===== src/rtl/issue_ctrl_pkg.sv =====
package issue_ctrl_pkg;

    typedef enum logic [1:0] {
        ARB_IDLE = 2'd0,
        ARB_REQ  = 2'd1,
        ARB_OWN  = 2'd2
    } arb_state_e;

    typedef struct packed {
        logic init;
        logic stall;
        logic prio;
    } bus_smp_t;

    function automatic logic issue_blocked(
        input bus_smp_t smp,
        input logic     lock,
        input logic     locked_req,
        input logic     full
    );
        return smp.stall | (smp.prio & ~(lock & locked_req)) | full;
    endfunction

endpackage


===== src/rtl/issue_strobe.sv =====
module issue_strobe #(
    parameter int STROBE_DIV = 2
) (
    input  logic clk,
    input  logic rst,
    output logic stb,
    output logic act
);
    localparam int CW = (STROBE_DIV > 1) ? $clog2(STROBE_DIV) : 1;
    localparam logic [CW-1:0] LAST = CW'(STROBE_DIV - 1);

    logic [CW-1:0] cnt;

    assign stb = (cnt == LAST);

    always_ff @(posedge clk) begin
        if (rst) begin
            cnt <= '0;
            act <= 1'b0;
        end else begin
            cnt <= stb ? '0 : cnt + 1'b1;
            act <= stb;
        end
    end
endmodule


===== src/rtl/issue_sampler.sv =====
module issue_sampler
    import issue_ctrl_pkg::*;
(
    input  logic     clk,
    input  logic     rst,
    input  logic     stb,
    input  logic     init_obs_en,
    input  logic     bus_init_n,
    input  logic     stall_n,
    input  logic     prio_n,
    output bus_smp_t smp
);
    always_ff @(posedge clk) begin
        if (rst) begin
            smp <= '0;
        end else if (stb) begin
            smp.init  <= init_obs_en & ~bus_init_n;
            smp.stall <= ~stall_n;
            smp.prio  <= ~prio_n;
        end
    end
endmodule


===== src/rtl/issue_queue_ctr.sv =====
module issue_queue_ctr #(
    parameter int OQ_DEPTH = 8,
    localparam int CW = $clog2(OQ_DEPTH + 1)
) (
    input  logic          clk,
    input  logic          rst,
    input  logic          inc,
    input  logic          dec,
    output logic [CW-1:0] count,
    output logic          full
);
    localparam logic [CW-1:0] TOP = CW'(OQ_DEPTH);

    assign full = (count == TOP);

    always_ff @(posedge clk) begin
        if (rst) begin
            count <= '0;
        end else if (inc && !dec && !full) begin
            count <= count + 1'b1;
        end else if (dec && !inc && count != '0) begin
            count <= count - 1'b1;
        end
    end
endmodule


===== src/rtl/issue_arb.sv =====
module issue_arb
    import issue_ctrl_pkg::*;
#(
    parameter int HOLD_LIMIT = 4
) (
    input  logic       clk,
    input  logic       rst,
    input  logic       act,
    input  bus_smp_t   smp,
    input  logic       req_pending,
    input  logic       req_is_locked,
    input  logic       lock_start,
    input  logic       lock_end,
    input  logic       full,
    output arb_state_e state,
    output logic       lock,
    output logic       grant
);
    localparam int HW = $clog2(HOLD_LIMIT + 1);
    localparam logic [HW-1:0] HOLD_LAST = HW'(HOLD_LIMIT - 1);

    logic [HW-1:0] hold;
    logic          blocked;

    assign blocked = issue_blocked(smp, lock, req_is_locked, full);

    always_ff @(posedge clk) begin
        if (rst) begin
            state <= ARB_IDLE;
            hold  <= '0;
            lock  <= 1'b0;
            grant <= 1'b0;
        end else begin
            grant <= 1'b0;

            if (act && smp.init) begin
                lock <= 1'b0;
            end else if (lock_end) begin
                lock <= 1'b0;
            end else if (lock_start) begin
                lock <= 1'b1;
            end

            if (act) begin
                if (smp.init) begin
                    state <= ARB_IDLE;
                    hold  <= '0;
                end else begin
                    unique case (state)
                        ARB_IDLE: begin
                            hold <= '0;
                            if (req_pending) state <= ARB_REQ;
                        end
                        ARB_REQ: begin
                            hold <= '0;
                            if (!req_pending)          state <= ARB_IDLE;
                            else if (!smp.prio || lock) state <= ARB_OWN;
                        end
                        ARB_OWN: begin
                            if (!req_pending) begin
                                state <= ARB_IDLE;
                                hold  <= '0;
                            end else if (blocked) begin
                                if (hold == HOLD_LAST) begin
                                    state <= ARB_REQ;
                                    hold  <= '0;
                                end else begin
                                    hold <= hold + 1'b1;
                                end
                            end else begin
                                grant <= 1'b1;
                                hold  <= '0;
                            end
                        end
                        default: begin
                            state <= ARB_IDLE;
                            hold  <= '0;
                        end
                    endcase
                end
            end
        end
    end
endmodule


===== src/rtl/issue_ctrl.sv =====
module issue_ctrl
    import issue_ctrl_pkg::*;
#(
    parameter int STROBE_DIV = 2,
    parameter int OQ_DEPTH   = 8,
    parameter int HOLD_LIMIT = 4
) (
    input  logic                          clk,
    input  logic                          rst,
    input  logic                          init_obs_en,
    input  logic                          bus_init_n,
    input  logic                          stall_n,
    input  logic                          prio_n,
    input  logic                          req_pending,
    input  logic                          req_is_locked,
    input  logic                          lock_start,
    input  logic                          lock_end,
    input  logic                          cpl,
    output logic                          issue_grant,
    output logic [1:0]                    arb_state,
    output logic                          lock_active,
    output logic [$clog2(OQ_DEPTH+1)-1:0] oq_count
);
    logic       stb_w;
    logic       act_w;
    bus_smp_t   smp_w;
    logic       full_w;
    arb_state_e state_w;

    issue_strobe #(.STROBE_DIV(STROBE_DIV)) u_strobe (
        .clk (clk),
        .rst (rst),
        .stb (stb_w),
        .act (act_w)
    );

    issue_sampler u_sampler (
        .clk         (clk),
        .rst         (rst),
        .stb         (stb_w),
        .init_obs_en (init_obs_en),
        .bus_init_n  (bus_init_n),
        .stall_n     (stall_n),
        .prio_n      (prio_n),
        .smp         (smp_w)
    );

    issue_queue_ctr #(.OQ_DEPTH(OQ_DEPTH)) u_queue (
        .clk   (clk),
        .rst   (rst),
        .inc   (issue_grant),
        .dec   (cpl),
        .count (oq_count),
        .full  (full_w)
    );

    issue_arb #(.HOLD_LIMIT(HOLD_LIMIT)) u_arb (
        .clk           (clk),
        .rst           (rst),
        .act           (act_w),
        .smp           (smp_w),
        .req_pending   (req_pending),
        .req_is_locked (req_is_locked),
        .lock_start    (lock_start),
        .lock_end      (lock_end),
        .full          (full_w),
        .state         (state_w),
        .lock          (lock_active),
        .grant         (issue_grant)
    );

    assign arb_state = state_w;
endmodule


===== config.mk =====
export PLATFORM = sky130hd
export DESIGN_NAME = issue_ctrl
export DESIGN_NICKNAME = d
export VERILOG_FILES = /design/src/rtl/issue_ctrl_pkg.sv /design/src/rtl/issue_strobe.sv /design/src/rtl/issue_sampler.sv /design/src/rtl/issue_queue_ctr.sv /design/src/rtl/issue_arb.sv /design/src/rtl/issue_ctrl.sv
export SDC_FILE = /design/constraint.sdc
export NUM_CORES = 1
export LEC_CHECK = 0
export BUFFER_PORTS_ARGS = -buffer_cell sky130_fd_sc_hd__buf_2
export CAP_MARGIN = 0
export CORE_MARGIN = 8
export CORE_UTILIZATION = 46
export DETAILED_ROUTE_END_ITERATION = 10
export GPL_TIMING_DRIVEN = 0
export PLACE_DENSITY_LB_ADDON = 0.12
export SLEW_MARGIN = 20
export SYNTH_ARGS = -nofsm -noshare
export SYNTH_HDL_FRONTEND = slang
export SYNTH_HIERARCHICAL = 1
export SYNTH_SLANG_ARGS = --single-unit

===== constraint.sdc =====
create_clock -name clk -period 1.8 [get_ports clk]
set_input_delay 0.09 -clock clk [delete_from_list [all_inputs] [get_ports clk]]
set_output_delay 0.09 -clock clk [all_outputs]
set_load 0.02 [all_outputs]

Word level (Yosys, flattened, before mapping)
Index checks and enable logic that the tools add are counted.

word-level totals
  output and inout bits = 8
  flip-flop bits (word level) = 16

operators by class
  $add $sub $neg = 4
  equality and inequality tests = 8
  reductions and logical operators = 17
  muxes and demuxes = 16
  bitwise operators = 12

operator list
  operator                                                               count
  3-bit two-way mux                                                      5
  2-bit two-way mux                                                      7
  4-bit by 3-bit != test with 1-bit output, second input constant        3
  4-bit two-way mux                                                      2
  1-bit inverter                                                         7
  2-bit case mux with 3 select lines                                     1
  1-bit logical AND                                                      5
  5-bit AND reduction                                                    1
  5-bit OR reduction                                                     1
  4-bit by 1-bit adder with 4-bit output, second input constant          1
  4-bit equality test, second input constant                             1
  1-bit logical NOT                                                      4
  4-bit nonzero test                                                     1
  4-bit by 1-bit subtractor with 4-bit output, second input constant     1
  3-bit by 1-bit adder with 3-bit output, second input constant          1
  1-bit AND                                                              3
  3-bit by 2-bit equality test with 1-bit output, second input constant  1
  3-bit != test, second input constant                                   1
  3-bit OR reduction                                                     1
  2-bit by 1-bit equality test with 1-bit output, second input constant  1
  2-bit equality test, second input constant                             1
  2-bit logical NOT                                                      1
  1-bit OR                                                               2
  2-bit nonzero test                                                     1
  other kinds (4)                                                        4

Longest topological paths before layout
  word-level depth = 9
  depth in mapped cells = 8
  depth with buffers taken out = 8

Hierarchy
Netlist, hierarchy kept.

modules (own cells, without submodules)
  module           cells an instance  times used  area each (um2)  seq. area each (um2)
  issue_arb        43                 1           400.4            140.1
  issue_queue_ctr  29                 1           291.5            80.1
  issue_sampler    10                 1           101.3            60.1
  issue_strobe     4                  1           57.6             40.0

Worst setup path after synthesis
Ideal clock, no wire load.

  path kind = flip-flop to flip-flop
  start point = register u_queue.count[0]
  end point = register u_queue.count[3]
  clock period less this slack = 2116 ps
  cell stages (with the launch flop) = 9
  path buffers = 0
  arrival = 2051 ps
  library setup time = 65 ps
  path slack = -316 ps
  cells stage by stage = dfxtp_1 > nor3_4 > and2_1 > or2_1 > ha_1 > a21o_2 > a21oi_1 > mux4_2 > nor2_1

between the ends
  longest elaborated chain between the ends = 4
  elaborated cells on any way between the ends = 10

RTL lines
  item                                                            line                   text
  start: declaration                                              issue_queue_ctr.sv:9   output logic [CW-1:0] count,
  start signal: assignment                                        issue_queue_ctr.sv:20  count <= count + 1'b1;
  start signal: assignment                                        issue_queue_ctr.sv:22  count <= count - 1'b1;
  4-bit equality test (*)                                         issue_queue_ctr.sv:14  assign full = (count == TOP);
  via full_w                                                      issue_ctrl.sv:27       logic full_w;
  1-bit logical NOT (*)                                           issue_queue_ctr.sv:19  end else if (inc && !dec && !full) begin
  1-bit logical AND (*)                                           issue_queue_ctr.sv:19
  4-bit two-way mux / 2-bit nonzero test (equally long branches)  n/a

The timed path passes the listed nets; every way through them passes the cells marked *. The select of a mux whose other input is x is not followed.
A chain may end at the register's enable or synchronous reset.

Final worst setup path
  start point = register u_queue.count[2]
  end point = register u_queue.count[3]

The elaborated chain is that of the path after synthesis.

==> out/metrics.yaml <==
vias_per_cell: 5.085
drt_first_pass_iters: 4
clock_insertion_delay_worst_skew_ns: 0.29
fp-row-count: 15
regToRegEndpoint: "u_queue/count[3]$_SDFFE_PP0P_"
status: "complete, but fails checks"
postSynth.asyncResetShare: 0
crit-reg2reg-launch: "u_queue/count[2]$_SDFFE_PP0P_"
wirelength_um: 1907
grt_pass1_vias: 721
vias: 722
maximum_number_of_pins_on_one_net_before_global_route_repair: 13
synthesis.nets: 101
critPathRequiredTime_ns: 2.04
critical_path_cell_by_cell: "nor3_4 > and2_4 > or2_4 > ha_4 > a21o_2 > a21oi_2 > mux4_2 > nor2_2"
min_delay_path_depth: 3
synthDominantCellAreaShare: 0.3765
timing.critical_path.slowest_cell_delay_ns: 0.36
violations: "negative setup slack"
power.static_leakage_nw: 0.4510
die-height_um: 59.01
yosysSeqAreaShare: 0.3765
clockBufferDepth: 2
cts.clk_slew.worst_paths_ns: 0.09
finish.cell_count_without_fillers: 142
netlist_top_cells_area: "sky130_fd_sc_hd__dfxtp_1, sky130_fd_sc_hd__nand2b_1, sky130_fd_sc_hd__ha_1"
max_slew.worst_pin.slew_ns: 0.5448
min-delay-start: "bus_init_n"
cts-buffers-inserted: 3
tritoncts: "built"
detail_route.wl_per_cell_um: 13.43
startpoint_type_of_the_worst_setup_path: "flop"
pin_count: 19
final_layout_size_suffix_gt1_frac: 0.4274
cp_num_cells: 8
cp_slowest_cell: "sky130_fd_sc_hd__dfxtp_4"
h_tree_depth: 1
setup-violations-final: 1
crit_family: "simple AND/OR/NAND/NOR gates"
final_core_util: 0.6572
relSlewSlack: 0.6336
synth_edf_count: 0
placement.io_buffers: 18
cp_data_arrival_time_ns: 2.05
synthesis.area_per_instance_sq_um: 9.893
rsz_0062_raised_after_global_routing: "yes"
hold_vio_cnt_final: 0
antenna_cells_inserted: 0
reg2reg_slack_ns: -0.02
die_area_sq_mm: 0.003482
yosys_register_bits: 16
synth_area_sq_um: 850.8
core_region_area_sq_mm: 0.001727
critPathBufInv: 0
worstSetupPathType: "reg2reg"
gpl.final_weighted_congestion: 0.7307
final_common_cell: "sky130_fd_sc_hd__buf_2"
clock_sink_count: 16
grt.total_usage: 0.1179
fmaxAchievable_ghz: 0.5496
area_growth_pct: 33.38
ant_nets: 0
drt-initial-drc-count: 8
postLayoutSetupSlackWorst_ns: -0.01960
grt_first_pass_wirelength_um: 3201
end_kind: "flop"
synth_top_cell_by_area: "sky130_fd_sc_hd__dfxtp_1"
clockRootBuffer: "sky130_fd_sc_hd__clkbuf_4"
most-common-layout-cells: "sky130_fd_sc_hd__buf_2, sky130_fd_sc_hd__dfxtp_1, sky130_fd_sc_hd__nor2_1, sky130_fd_sc_hd__nand2b_1, sky130_fd_sc_hd__buf_4"
synth-main-ff-cell: "sky130_fd_sc_hd__dfxtp_1"
cellPowerDensity_mw_per_mm2: 1117
synthesis.instances: 86
fin_crit_sh: 1.011
grt_antenna_before_repair: 0
reg2reg_depth: 8
dp_cells: 129
holdPathEnd: "u_sampler/smp[2]$_SDFFE_PP0P_"
floorplan.die.width_um: 59.01
crit_fanout: 2
vdd_drop_max_mv: 0.8436
post-route-min-period_ns: 1.820
place_hpwl_um: 1328
synth_cell_types: 39
holdCritPathClass: "in2reg"
globalRoute.totalOverflow: 0
yosysWarningCount: 6
max_cap_violation_count: 0
initial_utilization: 0.4928
report.final.slew_viol_count: 0
nets: 133
skew_ns: 0.001978
total_drc_errors_in_the_routed_layout: 0
[routing by layer]
metal | track usage | up-vias | wire [um]
met2 | 0.1869 | 16 | 925
met5 | 0 | - | 0
met3 | 0.05640 | 2 | 108
li1 | - | 373 | -
met1 | 0.1370 | 331 | 857
met4 | 0.03413 | 0 | 15
[cell families after synthesis]
| logic type | synth area share |
|---|---|
| xor+xnor | 0.04117 |
| buf+inv | 0.03088 |
| fa+ha+maj | 0.06765 |
| compound gates | 0.1824 |
| flops | 0.3765 |
| simple gates | 0.2750 |
| mux | 0.02647 |
[Yosys cell counts (2+ instances only)]
| library cell | count |
|---|---|
| sky130_fd_sc_hd__inv_1 | 4 |
| sky130_fd_sc_hd__nor2_1 | 10 |
| sky130_fd_sc_hd__xnor2_1 | 4 |
| sky130_fd_sc_hd__dfxtp_1 | 16 |
| sky130_fd_sc_hd__nand3b_1 | 2 |
| sky130_fd_sc_hd__ha_1 | 3 |
| sky130_fd_sc_hd__a211oi_1 | 3 |
| sky130_fd_sc_hd__a21oi_1 | 4 |
| sky130_fd_sc_hd__nand2_1 | 3 |
| sky130_fd_sc_hd__nand2b_1 | 8 |
[flip-flops by register name, indices dropped and copies added (netlist names)]
register / count
u_queue/count: 4
u_arb/lock: 1
u_arb/state: 2
u_arb/grant: 1
u_sampler/smp: 3
u_strobe/stb: 1
u_arb/hold: 3
u_strobe/act: 1
[worst register-to-register path, cell delays in order (launching register included)]
cell                      delay [ns]
sky130_fd_sc_hd__dfxtp_4        0.36
sky130_fd_sc_hd__nor3_4         0.20
sky130_fd_sc_hd__and2_4         0.17
sky130_fd_sc_hd__or2_4          0.12
sky130_fd_sc_hd__ha_4           0.19
sky130_fd_sc_hd__a21o_2         0.18
sky130_fd_sc_hd__a21oi_2        0.14
sky130_fd_sc_hd__mux4_2         0.31
sky130_fd_sc_hd__nor2_2         0.10
[how the worst max path moves through the flow]
| stage | startpoint | endpoint | slack, ns |
|---|---|---|---|
| floorplan | u_queue/count[1]$_SDFFE_PP0P_ | u_queue/count[3]$_SDFFE_PP0P_ | -0.08 |
| global placement | u_queue/count[2]$_SDFFE_PP0P_ | u_queue/count[3]$_SDFFE_PP0P_ | -0.11 |
| detailed placement | u_queue/count[2]$_SDFFE_PP0P_ | u_queue/count[3]$_SDFFE_PP0P_ | -0.14 |
| CTS | u_queue/count[1]$_SDFFE_PP0P_ | u_queue/count[3]$_SDFFE_PP0P_ | -0.03 |
| global route | u_queue/count[2]$_SDFFE_PP0P_ | u_queue/count[3]$_SDFFE_PP0P_ | -0.10 |
| finish | u_queue/count[2]$_SDFFE_PP0P_ | u_queue/count[3]$_SDFFE_PP0P_ | -0.02 |
[stage by stage]
step	total power (W)	setup WS, ns	area, sq um	TNS [ns]	hold slack, ns
2_1_floorplan	0.0007952	-0.07553	867.1	-0.07553	0.1494
3_3_place_gp	0.0008836	-0.1072	988.4	-0.1072	0.2657
3_5_place_dp	0.0008948	-0.1443	988.4	-0.1443	0.2674
4_1_cts	0.001227	-0.02900	1120	-0.02900	0.05319
5_1_grt	0.001350	-0.1029	1135	-0.1029	0.06973
6_report	0.001268	-0.01960	1135	-0.01960	0.05844
[cell type report]
cell class                      instances  area (sq um)
Inverter                                4         15.01
Sequential cell                        16         332.8
Buffer                                  2         11.26
Timing Repair Buffer                   27         165.2
Multi-Input combinational cell         64         543.0
Clock buffer                            4         36.28
Fill cell                             155         591.8
Tap cell                               25         31.28
[where the power goes]
part / switching, W / internal [W] / total, W
logic: 0.000266 / 0.000307 / 0.000573
clock network: 0.000113 / 0.000123 / 0.000237
registers: 0.0000474 / 0.000411 / 0.000458
total: 0.000427 / 0.000841 / 0.00127
[repair_timing]
item                       in CTS  in global routing
setup endpoints to repair       1                  2
hold endpoints to repair        3                  0
gates resized for setup         3                  3
hold buffers                    3                  0
pin swaps                       6                  6
buffers inserted                5                  1
cloned                          0                  0
Note: power is estimated with default switching activity, not from simulation.
